File: src/rtl/fifo_cascade_pkg.sv
package fifo_cascade_pkg;
  localparam int NUM_CHAN = 2;  // channel 0 = write token, channel 1 = read token
  localparam int CH_WR = 0;
  localparam int CH_RD = 1;

  typedef struct packed {
    logic [NUM_CHAN-1:0] fire;  // token released, hand-off pulse due
    logic [NUM_CHAN-1:0] take;  // token arriving from previous slice
  } tokStrobe_t;
endpackage

File: src/rtl/fifo_cascade_tok_ctrl.sv
module fifo_cascade_tok_ctrl
  import fifo_cascade_pkg::*;
(
  input  logic                wrStrobe,
  input  logic                rdStrobe,
  input  logic                wrLastLoc,
  input  logic                rdLastLoc,
  input  logic                wxIn,
  input  logic                rxIn,
  input  logic [NUM_CHAN-1:0] tokHeld,
  output tokStrobe_t          strobes
);
  logic [NUM_CHAN-1:0] reqVec;
  logic [NUM_CHAN-1:0] lastVec;
  logic [NUM_CHAN-1:0] arriveVec;

  assign reqVec    = {rdStrobe, wrStrobe};
  assign lastVec   = {rdLastLoc, wrLastLoc};
  assign arriveVec = {rxIn, wxIn};

  always_comb begin
    for (int ch = 0; ch < NUM_CHAN; ch++) begin
      strobes.fire[ch] = reqVec[ch] & lastVec[ch] & tokHeld[ch];
      strobes.take[ch] = arriveVec[ch];
    end
  end
endmodule

File: src/rtl/fifo_cascade_tok_dp.sv
module fifo_cascade_tok_dp
  import fifo_cascade_pkg::*;
(
  input  logic                clk,
  input  logic                rstN,
  input  logic                firstLoadN,
  input  tokStrobe_t          strobes,
  input  logic                outEnable,
  input  logic                cascadeEn,
  input  logic                halfFullIn,
  output logic [NUM_CHAN-1:0] tokHeld,
  output logic [NUM_CHAN-1:0] pulseOut,
  output logic                wxoHfOut,
  output logic                dataDrive
);
  genvar ch;
  generate
    for (ch = 0; ch < NUM_CHAN; ch++) begin : g_chan
      logic tokQ;
      logic pulseQ;
      always_ff @(posedge clk) begin
        if (!rstN) begin
          tokQ   <= ~firstLoadN;
          pulseQ <= 1'b0;
        end else begin
          tokQ   <= (tokQ & ~strobes.fire[ch]) | strobes.take[ch];
          pulseQ <= strobes.fire[ch];
        end
      end
      assign tokHeld[ch]  = tokQ;
      assign pulseOut[ch] = pulseQ;
    end
  endgenerate

  assign wxoHfOut  = cascadeEn ? pulseOut[CH_WR] : halfFullIn;
  assign dataDrive = outEnable & tokHeld[CH_RD];
endmodule

File: src/rtl/fifo_cascade_token_ctrl.sv
module fifo_cascade_token_ctrl
  import fifo_cascade_pkg::*;
(
  input  logic clk,
  input  logic rstN,
  input  logic firstLoadN,
  input  logic cascadeEn,
  input  logic wxIn,
  input  logic rxIn,
  input  logic wrStrobe,
  input  logic rdStrobe,
  input  logic wrLastLoc,
  input  logic rdLastLoc,
  input  logic outEnable,
  input  logic halfFullIn,
  output logic writeAllow,
  output logic readAllow,
  output logic wxOut,
  output logic rxOut,
  output logic wxoHfOut,
  output logic dataDrive
);
  tokStrobe_t          strobes;
  logic [NUM_CHAN-1:0] tokHeld;
  logic [NUM_CHAN-1:0] pulseOut;

  fifo_cascade_tok_ctrl ctrl_i (
    .wrStrobe (wrStrobe),
    .rdStrobe (rdStrobe),
    .wrLastLoc(wrLastLoc),
    .rdLastLoc(rdLastLoc),
    .wxIn     (wxIn),
    .rxIn     (rxIn),
    .tokHeld  (tokHeld),
    .strobes  (strobes)
  );

  fifo_cascade_tok_dp dp_i (
    .clk       (clk),
    .rstN      (rstN),
    .firstLoadN(firstLoadN),
    .strobes   (strobes),
    .outEnable (outEnable),
    .cascadeEn (cascadeEn),
    .halfFullIn(halfFullIn),
    .tokHeld   (tokHeld),
    .pulseOut  (pulseOut),
    .wxoHfOut  (wxoHfOut),
    .dataDrive (dataDrive)
  );

  assign writeAllow = tokHeld[CH_WR];
  assign readAllow  = tokHeld[CH_RD];
  assign wxOut      = pulseOut[CH_WR];
  assign rxOut      = pulseOut[CH_RD];
endmodule

File: config.mk
export PLATFORM = sky130hd
export DESIGN_NAME = fifo_cascade_token_ctrl
export DESIGN_NICKNAME = d
export VERILOG_FILES = /design/src/rtl/fifo_cascade_pkg.sv /design/src/rtl/fifo_cascade_tok_ctrl.sv /design/src/rtl/fifo_cascade_tok_dp.sv /design/src/rtl/fifo_cascade_token_ctrl.sv
export SDC_FILE = /design/constraint.sdc
export NUM_CORES = 1
export LEC_CHECK = 0
export ABC_CLOCK_PERIOD_IN_PS = 900
export BUFFER_PORTS_ARGS = -buffer_cell sky130_fd_sc_hd__buf_2
export CAP_MARGIN = 25
export CORE_AREA = 2 2 39 41
export DETAILED_ROUTE_END_ITERATION = 10
export DIE_AREA = 0 0 41 43
export SLEW_MARGIN = 20
export SYNTH_ARGS = -nofsm -noshare
export SYNTH_HDL_FRONTEND = slang
export SYNTH_HIERARCHICAL = 1
export SYNTH_SLANG_ARGS = --single-unit
File: constraint.sdc
create_clock -name clk -period 0.9 [get_ports clk]
set_input_delay 0.18 -clock clk [delete_from_list [all_inputs] [get_ports clk]]
set_output_delay 0.18 -clock clk [all_outputs]
set_load 0.01 [all_outputs]
* Word level (Yosys, flattened, before mapping)
Cells that the tools add are included.
Storage, ports and cells: flip-flop bits (word level) 4, input bits 12, output and inout port bits 6, word-level logic and storage cells 19
Cells by class: multiplexer cells 3, bitwise operators 12
Operators with widths (count):
- $and A1 B1 Y1 | 7
- $mux W1 | 3
- $not A1 Y1 | 3
- $or A1 B1 Y1 | 2

* Depth between registers and ports, before layout
Gate-level depths: netlist (run 1).
depth after elaboration 6, mapped depth 4, gate-level depth less buffers 3

* By module
The synthesis (run 1) kept the hierarchy.
Modules (own cells, without submodules):
- fifo_cascade_tok_dp | instances 1, cells an instance 19, area an instance 182.7 um2
- fifo_cascade_tok_ctrl | instances 1, cells an instance 4, area an instance 27.5 um2

* Least setup slack after synthesis (run 1)
OpenSTA, ideal clock, no wires.
kind register -> register, start register dp_i.g_chan[1].tokQ, end register dp_i.g_chan[1].tokQ, setup time 0.074 ns, arrival time 0.861 ns, data required time 0.826 ns, slack -0.035 ns, cell stages (with the launch flop) 5, period minus slack after synthesis 0.935 ns, cells stage by stage dfxtp_1 -> buf_4 -> and3_1 -> nand2b_1 -> a31oi_1
RTL lines:
- start, declared | line fifo_cascade_tok_dp.sv:19 | logic tokQ;
- start signal, assigned | line fifo_cascade_tok_dp.sv:23 | tokQ <= ~firstLoadN;
- start signal, assigned | line fifo_cascade_tok_dp.sv:26 | tokQ <= (tokQ & ~strobes.fire[ch]) | strobes.take[ch];

* Worst setup path in the final report (run 1)
start register dp_i.g_chan[0].pulseQ, end output wxoHfOut
On the way: word-level cells in the longest chain between the ends 1
RTL lines:
- start, declared | line fifo_cascade_tok_dp.sv:20 | logic pulseQ;
- start signal, assigned | line fifo_cascade_tok_dp.sv:27 | pulseQ <= strobes.fire[ch];
- $mux W1 | line fifo_cascade_tok_dp.sv:35 | assign wxoHfOut = cascadeEn ? pulseOut[CH_WR] : halfFullIn;
- end, declared | line fifo_cascade_token_ctrl.sv:20 | output logic wxoHfOut,
No other way between the ends.

==> summary.md, run 1 <==
| Metric | Value |
|---|---|
| Outcome | complete, but fails checks |
| Failing checks | negative setup slack |
| Seq cells post-synth | 4 |
| Post-CTS setup buffers | 0 |
| Die footprint | 1760 um^2 |
| Most frequent cells in the layout | buf_2 (13), buf_6 (4), clkbuf_4 (3) |
| Fin util | 23.5% |
| Worst Path Arrival | 900 ps |
| Worst IR Drop VDD | 0.000274 V |
| Hold_buf cts | 0 |
| Final Setup Violations | 2 |
| Antenna-violating nets left | 0 |
| First-pass iteration count of the detailed router | 2 |
| Reg2reg setup slack | 40 ps |
| Via count of the first global-routing pass | 181 |
| Slew Viols, Final | 0 |
| Total negative setup slack | -273 ps |
| Ant diodes | 0 |
| Dpl hpwl | 320 um |
| Pin count of the biggest net entering global routing | 6 |
| Tcrit/Tclk final | 120% |
| Final setup margin | -182 ps |
| Critical path type | flip-flop to output port |
| Fmax | 0.924 GHz |
| Starting Density | 15.2% |
| Io pins | 18 |
| Min Tclk post-route | 1080 ps |
| Core box area | 1380 um^2 |
| Antenna violations before repair | 0 |
| Hold EP | dp_i/g_chan[0].tokQ |
| Avg Inst Size Synth | 9.14 um^2 |
| Clk Latency, worst-skew pair | 230 ps |
| Clock skew | 0.0103 ps |
| Initial DRC Count | 3 |
| WL final | 414 um |
| Port Buffers | 17 |
| Total vias in the final route | 175 |
| Vias per inst | 3.30 |
| # rows | 14 |
| Slew @ Worst Pin | 146 ps |
| Share of cells above drive strength 1 | 64.9% |
| Maxcap violations | 0 |
| CTS Buffer Depth | 2 |
| First-pass GRT wire length | 690 um |
| H-tree Lvls | 1 |
| RSZ-0062 raised after global routing | true |
| Synthesized Nets | 35 |
| Worst-path cell chain | mux2_4 -> buf_6 |
| CTS Sinks | 4 |
| CTS Buf Count | 3 |
| Ys Warns | 6 |
| Pwr/cell area | 1580 nW/um^2 |
| Post-synthesis sequential area ratio | 38.1% |
| Grt total ovfl | 0 |
| Slew margin rel. | 90.2% |
| Die width | 41 um |
| Final net count | 51 |
| Worst hold-check path type | input port to flip-flop |
| Worst-path maximum fanout | 2 |
| Crit Reg-Reg Endpoint | dp_i/g_chan[1].tokQ |
| Crit end category | output port |
| CTS Root Cell | clkbuf_4 |
| Area Growth Syn to Fin | 54.8% |
| Die H | 43 um |
| Drt wl/cell | 7.81 um |
| Post-route DRC | 0 |
| Synth Cell Area | 210 um^2 |
| Most common cell after layout, fill and taps aside | buf_2 |
| Critical-path top delay cell | dfxtp_1 |
| Peak per-stage delay on the critical path | 300 ps |
| Mapped Cells | 23 |
| Number of distinct library cells after synthesis | 9 |
| Required @ worst endpoint | 720 ps |
| Crit start category | flip-flop |
| Clk slew on worst S/H paths | 40 ps |
| Reg-to-reg startpoint | dp_i/g_chan[1].tokQ |
| CTS tree | done |
| Gpl congestion | 0.581 |
| Hold depth | 2 |
| Final Hold Vio Count | 0 |
| Gr usage total | 6.62% |
| Fillers | 172 |
| Leakage power | 0.178 nW |
| Hold path startpoint | rstN |
| Reg2reg path depth | 3 |
-- where the power goes --
| part | switching (mW) | internal, mW |
|---|---|---|
| Sequential | 0.00824 | 0.190 |
| Combinational | 0.0338 | 0.0644 |
| Clock | 0.0686 | 0.149 |
-- stage by stage --
step | cells | setup slack (ps) | total power [mW] | area [um^2] | hold WS (ps)
after CTS | 53 | -193 | 0.512 | 300 | 187
after global routing | 53 | -230 | 0.567 | 325 | 184
after detailed placement | 50 | 22.9 | 0.277 | 270 | 440
after global placement | 50 | 21.4 | 0.276 | 270 | 422
final | 53 | -182 | 0.514 | 325 | 192
after floorplan | 23 | -17.2 | 0.257 | 214 | 296
-- sequential cells by signal (all words and copies together), names as in the netlist --
name,flops
dp_i/g_chan.pulseQ,2
dp_i/g_chan.tokQ,2
-- worst max-delay path by stage --
stage	start	end
after floorplan	dp_i/g_chan[1].tokQ	dp_i/g_chan[1].tokQ
after global placement	cascadeEn	wxoHfOut
after detailed placement	cascadeEn	wxoHfOut
after CTS	dp_i/g_chan[0].pulseQ	wxoHfOut
after global routing	dp_i/g_chan[0].pulseQ	wxoHfOut
final	dp_i/g_chan[0].pulseQ	wxoHfOut
-- logic make-up after synthesis --
| group | count (synthesis) | share of synthesized area (%) |
|---|---|---|
| flip-flops | 4 | 38.1 |
| buffers and inverters | 8 | 25.0 |
| AO/OA/AOI/OAI | 2 | 5.95 |
| multiplexers | 1 | 7.14 |
| AND/OR/NAND/NOR | 8 | 23.8 |
-- cells in the mapped netlist (all sizes together) --
| library cell | number | area, um^2 |
|---|---|---|
| a31oi | 2 | 12.5 |
| mux2 | 1 | 15.0 |
| inv | 2 | 7.51 |
| and2 | 3 | 18.8 |
| and3 | 2 | 12.5 |
| buf | 6 | 45.0 |
| dfxtp | 4 | 80.1 |
| nor2b | 1 | 6.26 |
| nand2b | 2 | 12.5 |
-- area by class of cell --
type | count | area [um^2] | area share [%]
Multi-Input combinational cell | 11 | 80.1 | 24.6
Clock buffer | 3 | 22.5 | 6.92
Timing Repair Buffer | 17 | 110 | 33.8
Tap cell | 16 | 20.0 | 6.15
Inverter | 2 | 7.51 | 2.31
Sequential cell | 4 | 85.1 | 26.2
-- per-layer routing --
layer	track usage (%)	routed length [um]	vias to the layer above
li1	-	-	96
met3	4.71	56	0
met1	6.73	154	69
met4	8.00	0	0
met2	7.50	203	10
met5	0	0	-
-- worst max-delay path, delay by kind of cell (launching register included) --
| family | cells | cell delay (ps) |
|---|---|---|
| flops | 1 | 300 |
| mux | 1 | 250 |
| buf+inv | 1 | 120 |
-- timing repair --
item                       4_1_cts  5_1_grt
resized for setup                2        6
setup endpoints to repair        3        6
pin swaps                        0        1
(Power assumes the default switching activity.)
==> inputs of run 2 (changes only) <==
- RECOVER_POWER: default -> 25
==> run 2 against run 1 <==
The flow still finishes with violations (negative setup slack). Non-clock buffer count unchanged. Clock power about the same. Utilization decreased by 0.090 points. Final area decreased by 0.38%. Worst hold slack improved by 5.2 ps. Via count unchanged. Sequential power about the same. Final cell count unchanged. Wire length unchanged. Register-to-register slack about the same. Critical endpoint unchanged. Highest routed layer unchanged.
==> summary.md, run 2 (synthesis results as in run 1) <==
| Metric | Value |
|---|---|
| Die H | 43 um |
| Vias per inst | 3.30 |
| Worst IR Drop VDD | 0.000274 V |
| Worst Path Arrival | 900 ps |
| Min Tclk post-route | 1080 ps |
| Dpl cell area | 270 um^2 |
| Final instance area | 324 um^2 |
| Most frequent cells in the layout | buf_2 (13), buf_6 (4), clkbuf_4 (3), dfxtp_1 (3) |
| Io pins | 18 |
| Worst-path maximum fanout | 2 |
| Crit end category | output port |
| CTS Sinks | 4 |
| Via count of the first global-routing pass | 181 |
| Pin count of the biggest net entering global routing | 6 |
| Post-route DRC | 0 |
| Final Setup Violations | 2 |
| Final Hold Vio Count | 0 |
| Pwr/cell area | 1580 nW/um^2 |
| Die footprint | 1760 um^2 |
| Grt total ovfl | 0 |
| CTS tree | done |
| Largest regs | dp_i/g_chan.pulseQ x2, dp_i/g_chan.tokQ x2 |
| Hold_ws | 197 ps |
| Dpl hpwl | 320 um |
| Total vias in the final route | 175 |
| Fin util | 23.4% |
| First-pass iteration count of the detailed router | 2 |
| First-pass GRT wire length | 690 um |
| Leakage power | 0.178 nW |
| Slew margin rel. | 90.2% |
| Most common cell after layout, fill and taps aside | buf_2 |
| Core box area | 1380 um^2 |
| Gpl congestion | 0.581 |
| Worst-path cell chain | mux2_4 -> buf_6 |
| Initial DRC Count | 3 |
| Crit start category | flip-flop |
| Required @ worst endpoint | 720 ps |
| Slew @ Worst Pin | 146 ps |
| Post-CTS setup buffers | 0 |
| Share of cells above drive strength 1 | 62.2% |
| Place WS | 22.9 ps |
| Ant diodes | 0 |
| CTS Buf Count | 3 |
| RSZ-0062 raised after global routing | true |
| Drt wl/cell | 7.81 um |
| Slew Viols, Final | 0 |
| Maxcap violations | 0 |
| Antenna violations before repair | 0 |
| Tcrit/Tclk final | 120% |
| Failing checks | negative setup slack |
| CTS Root Cell | clkbuf_4 |
| Gr usage total | 6.62% |
| CTS Buffer Depth | 2 |
| H-tree Lvls | 1 |
| Worst hold-check path type | input port to flip-flop |
| # rows | 14 |
| Final setup margin | -182 ps |
| Hold_buf cts | 0 |
| Clk slew on worst S/H paths | 40 ps |
| Critical-path top delay cell | dfxtp_1 |
| Peak per-stage delay on the critical path | 300 ps |
| Clock skew | 0.0103 ps |
| Fmax | 0.924 GHz |
| Clk Latency, worst-skew pair | 230 ps |
| Total negative setup slack | -273 ps |
| Outcome | complete, but fails checks |
| Area Growth Syn to Fin | 54.2% |
| Placed cells | 50 |
| Final Total Pwr | 0.513 mW |
| Die width | 41 um |
| Port Buffers | 17 |
| Post-route non-filler standard cell count | 53 |
| Starting Density | 15.2% |
| WL final | 414 um |
| Antenna-violating nets left | 0 |
| Critical path type | flip-flop to output port |
| Final net count | 51 |
[run 2: layout make-up]
cell class | instances | area, um^2
well taps | 16 | 20.0
repair buffers | 17 | 110
inverters | 2 | 7.51
multi-input cells | 11 | 80.1
flip-flops and latches | 4 | 83.8
clock buffers | 3 | 22.5
fillers | 171 | 1060
[run 2: power breakdown]
part / internal (mW) / total, mW / switching (mW)
clock: 0.149 / 0.217 / 0.0686
combinational: 0.0643 / 0.0981 / 0.0338
sequential: 0.189 / 0.198 / 0.00824
total: 0.403 / 0.513 / 0.111
[run 2: worst paths after layout]
path                                            start             endpoint  slack (ps)  cells after the start
worst max-delay path            dp_i/g_chan[0].pulseQ             wxoHfOut        -180                      2
worst max register to register    dp_i/g_chan[1].tokQ  dp_i/g_chan[1].tokQ          40                      3
worst min register to register    dp_i/g_chan[0].tokQ  dp_i/g_chan[0].tokQ         510                      2
worst min-delay path                             rstN  dp_i/g_chan[1].tokQ         200                      2
[run 2: what timing repair did]
item                       4_1_cts  5_1_grt
gates cloned                     0        0
pin swaps                        0        1
setup endpoints to repair        3        6
resized for setup                2        6
[run 2: layer usage]
layer / GRT usage [%] / share of wire [%] / vias to the layer above
met5: 0 / 0 / -
met4: 8.00 / 0 / 0
met3: 4.71 / 14 / 0
met2: 7.50 / 49 / 10
met1: 6.73 / 37 / 69
li1: - / - / 96
[run 2: worst max-delay path, delay by kind of cell (launching register included)]
kind                   cells  cell delay [ps]
DFF                        1              300
muxes                      1              250
buffers and inverters      1              120
==> inputs of run 3 (changes only) <==
- SYNTH_HIERARCHICAL: 1 -> default
==> run 3 against run 2 <==
The flow still finishes with violations (negative setup slack). Setup slack lost 8.6 ps. Clock skew is essentially flat. Non-clock buffer count is the same. Highest routed layer unchanged. First-iteration DRC count shrank 100%. Via count grew 4.6%. Sequential cell count is the same. Wire length shrank 4.1%. Clock-buffer cell count is the same.
==> summary.md, run 3 <==
| Metric | Value |
|---|---|
| Outcome | complete, but fails checks |
| Failing checks | negative setup slack |
| Die H | 43 um |
| Reg2reg setup slack | 30 ps |
| RSZ-0062 raised after global routing | true |
| Pwr/cell area | 1700 nW/um^2 |
| Synth top area share | 52.0% |
| CTS Root Cell | clkbuf_4 |
| First-pass GRT wire length | 524 um |
| Final setup margin | -190 ps |
| Hold path startpoint | rxIn |
| Antenna-violating nets left | 0 |
| Fillers | 164 |
| Starting Density | 11.1% |
| Crit Reg-Reg Endpoint | dp_i.g_chan[1].tokQ |
| Peak per-stage delay on the critical path | 300 ps |
| Post-route DRC | 0 |
| Tcrit/Tclk final | 121% |
| Reg-to-reg startpoint | dp_i.g_chan[1].tokQ |
| First-pass iteration count of the detailed router | 1 |
| Post-route non-filler standard cell count | 51 |
| Async S/R FF share, synth | 0% |
| Worst-path cell chain | mux2_4 -> buf_6 |
| Vias per inst | 3.59 |
| Post-synth top cells | dfxtp_1 (4), and2_1 (3), a221o_1 (2), nand2_1 (2), nor2b_1 (2) |
| Die footprint | 1760 um^2 |
| Via count of the first global-routing pass | 177 |
| Slew margin rel. | 89.2% |
| Multi-input logic area | 82.6 um^2 |
| Synth Cell Area | 154 um^2 |
| Crit start category | flip-flop |
| Ant diodes | 0 |
| Maxcap violations | 0 |
| WL final | 397 um |
| Final net count | 49 |
| Slew Viols, Final | 0 |
| Clock skew | 0.0499 ps |
| Drt wl/cell | 7.78 um |
| Final Setup Violations | 2 |
| Number of distinct library cells after synthesis | 7 |
| Crit end category | output port |
| Fmax | 0.917 GHz |
| Final Total Pwr | 0.518 mW |
| Most frequent cells in the layout | buf_2 (15), clkbuf_4 (3), dfxtp_1 (3) |
| Required @ worst endpoint | 720 ps |
| # rows | 14 |
| Most common cell in the netlist | dfxtp_1 |
| Grt total ovfl | 0 |
| Ys Warns | 0 |
| Critical-path top delay cell | dfxtp_1 |
| Worst hold-check path type | input port to flip-flop |
| Antenna violations before repair | 0 |
| Register area | 81.3 um^2 |
| Core box area | 1380 um^2 |
| Critical path type | flip-flop to output port |
| Leakage power | 0.156 nW |
| Worst-path maximum fanout | 2 |
| Share of cells above drive strength 1 | 68.6% |
| Avg Inst Size Synth | 10.3 um^2 |
| Mapped Cells | 15 |
| Port Buffers | 17 |
| CTS Buf Count | 3 |
| Min Tclk post-route | 1090 ps |
| Largest regs | dp_i.g_chan.pulseQ x2, dp_i.g_chan.tokQ x2 |
| H-tree Lvls | 1 |
| Post-synthesis sequential area ratio | 52.0% |
| Final Hold Vio Count | 0 |
| Clk slew on worst S/H paths | 40 ps |
| Gr usage total | 4.71% |
| CP Launch Point | dp_i.g_chan[0].pulseQ |
| Initial DRC Count | 0 |
| Pin count of the biggest net entering global routing | 6 |
| Most common cell after layout, fill and taps aside | buf_2 |
| Gpl congestion | 0.485 |
| Slew @ Worst Pin | 162 ps |
| Largest area contributor in the netlist | dfxtp_1 |
| Io pins | 18 |
| Worst IR Drop VDD | 0.000205 V |
| CTS tree | done |
| Reg2reg path depth | 2 |
| Synthesized Nets | 27 |
| Seq cells post-synth | 4 |
| Synth area leaders | dfxtp_1 (52%), a221o_1 (13%), and2_1 (12%), nor2b_1 (8.1%), mux2_2 (7.3%) |
| CTS Buffer Depth | 2 |
| CTS Sinks | 4 |
| Area Growth Syn to Fin | 97.6% |
| Die width | 41 um |
| Worst Path Arrival | 910 ps |
| Prevailing post-synth register cell | dfxtp_1 |
| Total vias in the final route | 183 |
| Placed cells | 48 |
| Post-synth EDFFs | 0 |
| Clk Latency, worst-skew pair | 230 ps |
| Setup crit end | wxoHfOut |
-- run 3: cell count changes after synthesis --
cell,delta
inv_1,-2
buf_4,-6
nor2b_1,+1
and3_1,-2
mux2_2,+1
nor2_1,+1
mux2_4,-1
a221o_1,+2
a31oi_1,-2
nand2b_1,-2
nand2_1,+2
-- run 3: per-layer routing --
metal  wire (um)  GRT usage (%)  part of all wire, %
met1         116           1.60                   29
met2         226           9.38                   57
met3          53           1.57                   13
met4           0           6.00                    0
met5           0              0                    0
-- run 3: worst max-delay path, delay by kind of cell, from the launching register on --
kind / cells / cell delay [ps]
DFF: 1 / 300
muxes: 1 / 260
buffers and inverters: 1 / 120
-- run 3: logic make-up after synthesis --
kind of cell / synth area share [%]
mux: 7.32
compound gates: 13.0
simple gates: 27.6
flops: 52.0
-- run 3: report_power, final --
group          total [mW]  switching (mW)  internal, mW  leakage, nW
sequential          0.198         0.00626         0.192       0.0331
clock               0.221          0.0719         0.149       0.0138
combinational      0.0990          0.0364        0.0626        0.109
-- run 3: how the worst min path moves through the flow --
stage / to / slack [ps] / cells after the start
3_5_place_dp: dp_i.g_chan[1].tokQ / 410 / 2
5_1_grt: dp_i.g_chan[1].tokQ / 170 / 2
2_1_floorplan: dp_i.g_chan[0].tokQ / 320 / 1
3_3_place_gp: dp_i.g_chan[0].tokQ / 420 / 2
4_1_cts: dp_i.g_chan[1].tokQ / 170 / 2
6_report: dp_i.g_chan[1].tokQ / 170 / 2
-- run 3: final cells by class --
| type | count | share of cell area, % |
|---|---|---|
| Timing Repair Buffer | 17 | 32.1 |
| Multi-Input combinational cell | 11 | 27.2 |
| Sequential cell | 4 | 26.7 |
| Clock buffer | 3 | 7.41 |
| Tap cell | 16 | 6.58 |
-- run 3: timing repair --
item | CTS | global route
pin swaps | 1 | 1
setup buffers | 0 | 0
endpoints found under the setup margin | 2 | 5
gates resized for setup | 3 | 4
hold buffers | 0 | 0
-- run 3: stage by stage --
stage / setup TNS [ps] / util, % / hold WS (ps) / setup slack [ps] / instance area [um^2]
4_1_cts: -293 / 21.2 / 168 / -202 / 293
3_3_place_gp: 0 / 18.7 / 416 / 14.6 / 259
6_report: -254 / 22.0 / 173 / -190 / 304
2_1_floorplan: 0 / - / 319 / 6.97 / 154
3_5_place_dp: 0 / 18.7 / 412 / 7.68 / 259
5_1_grt: -333 / 22.0 / 172 / -223 / 304
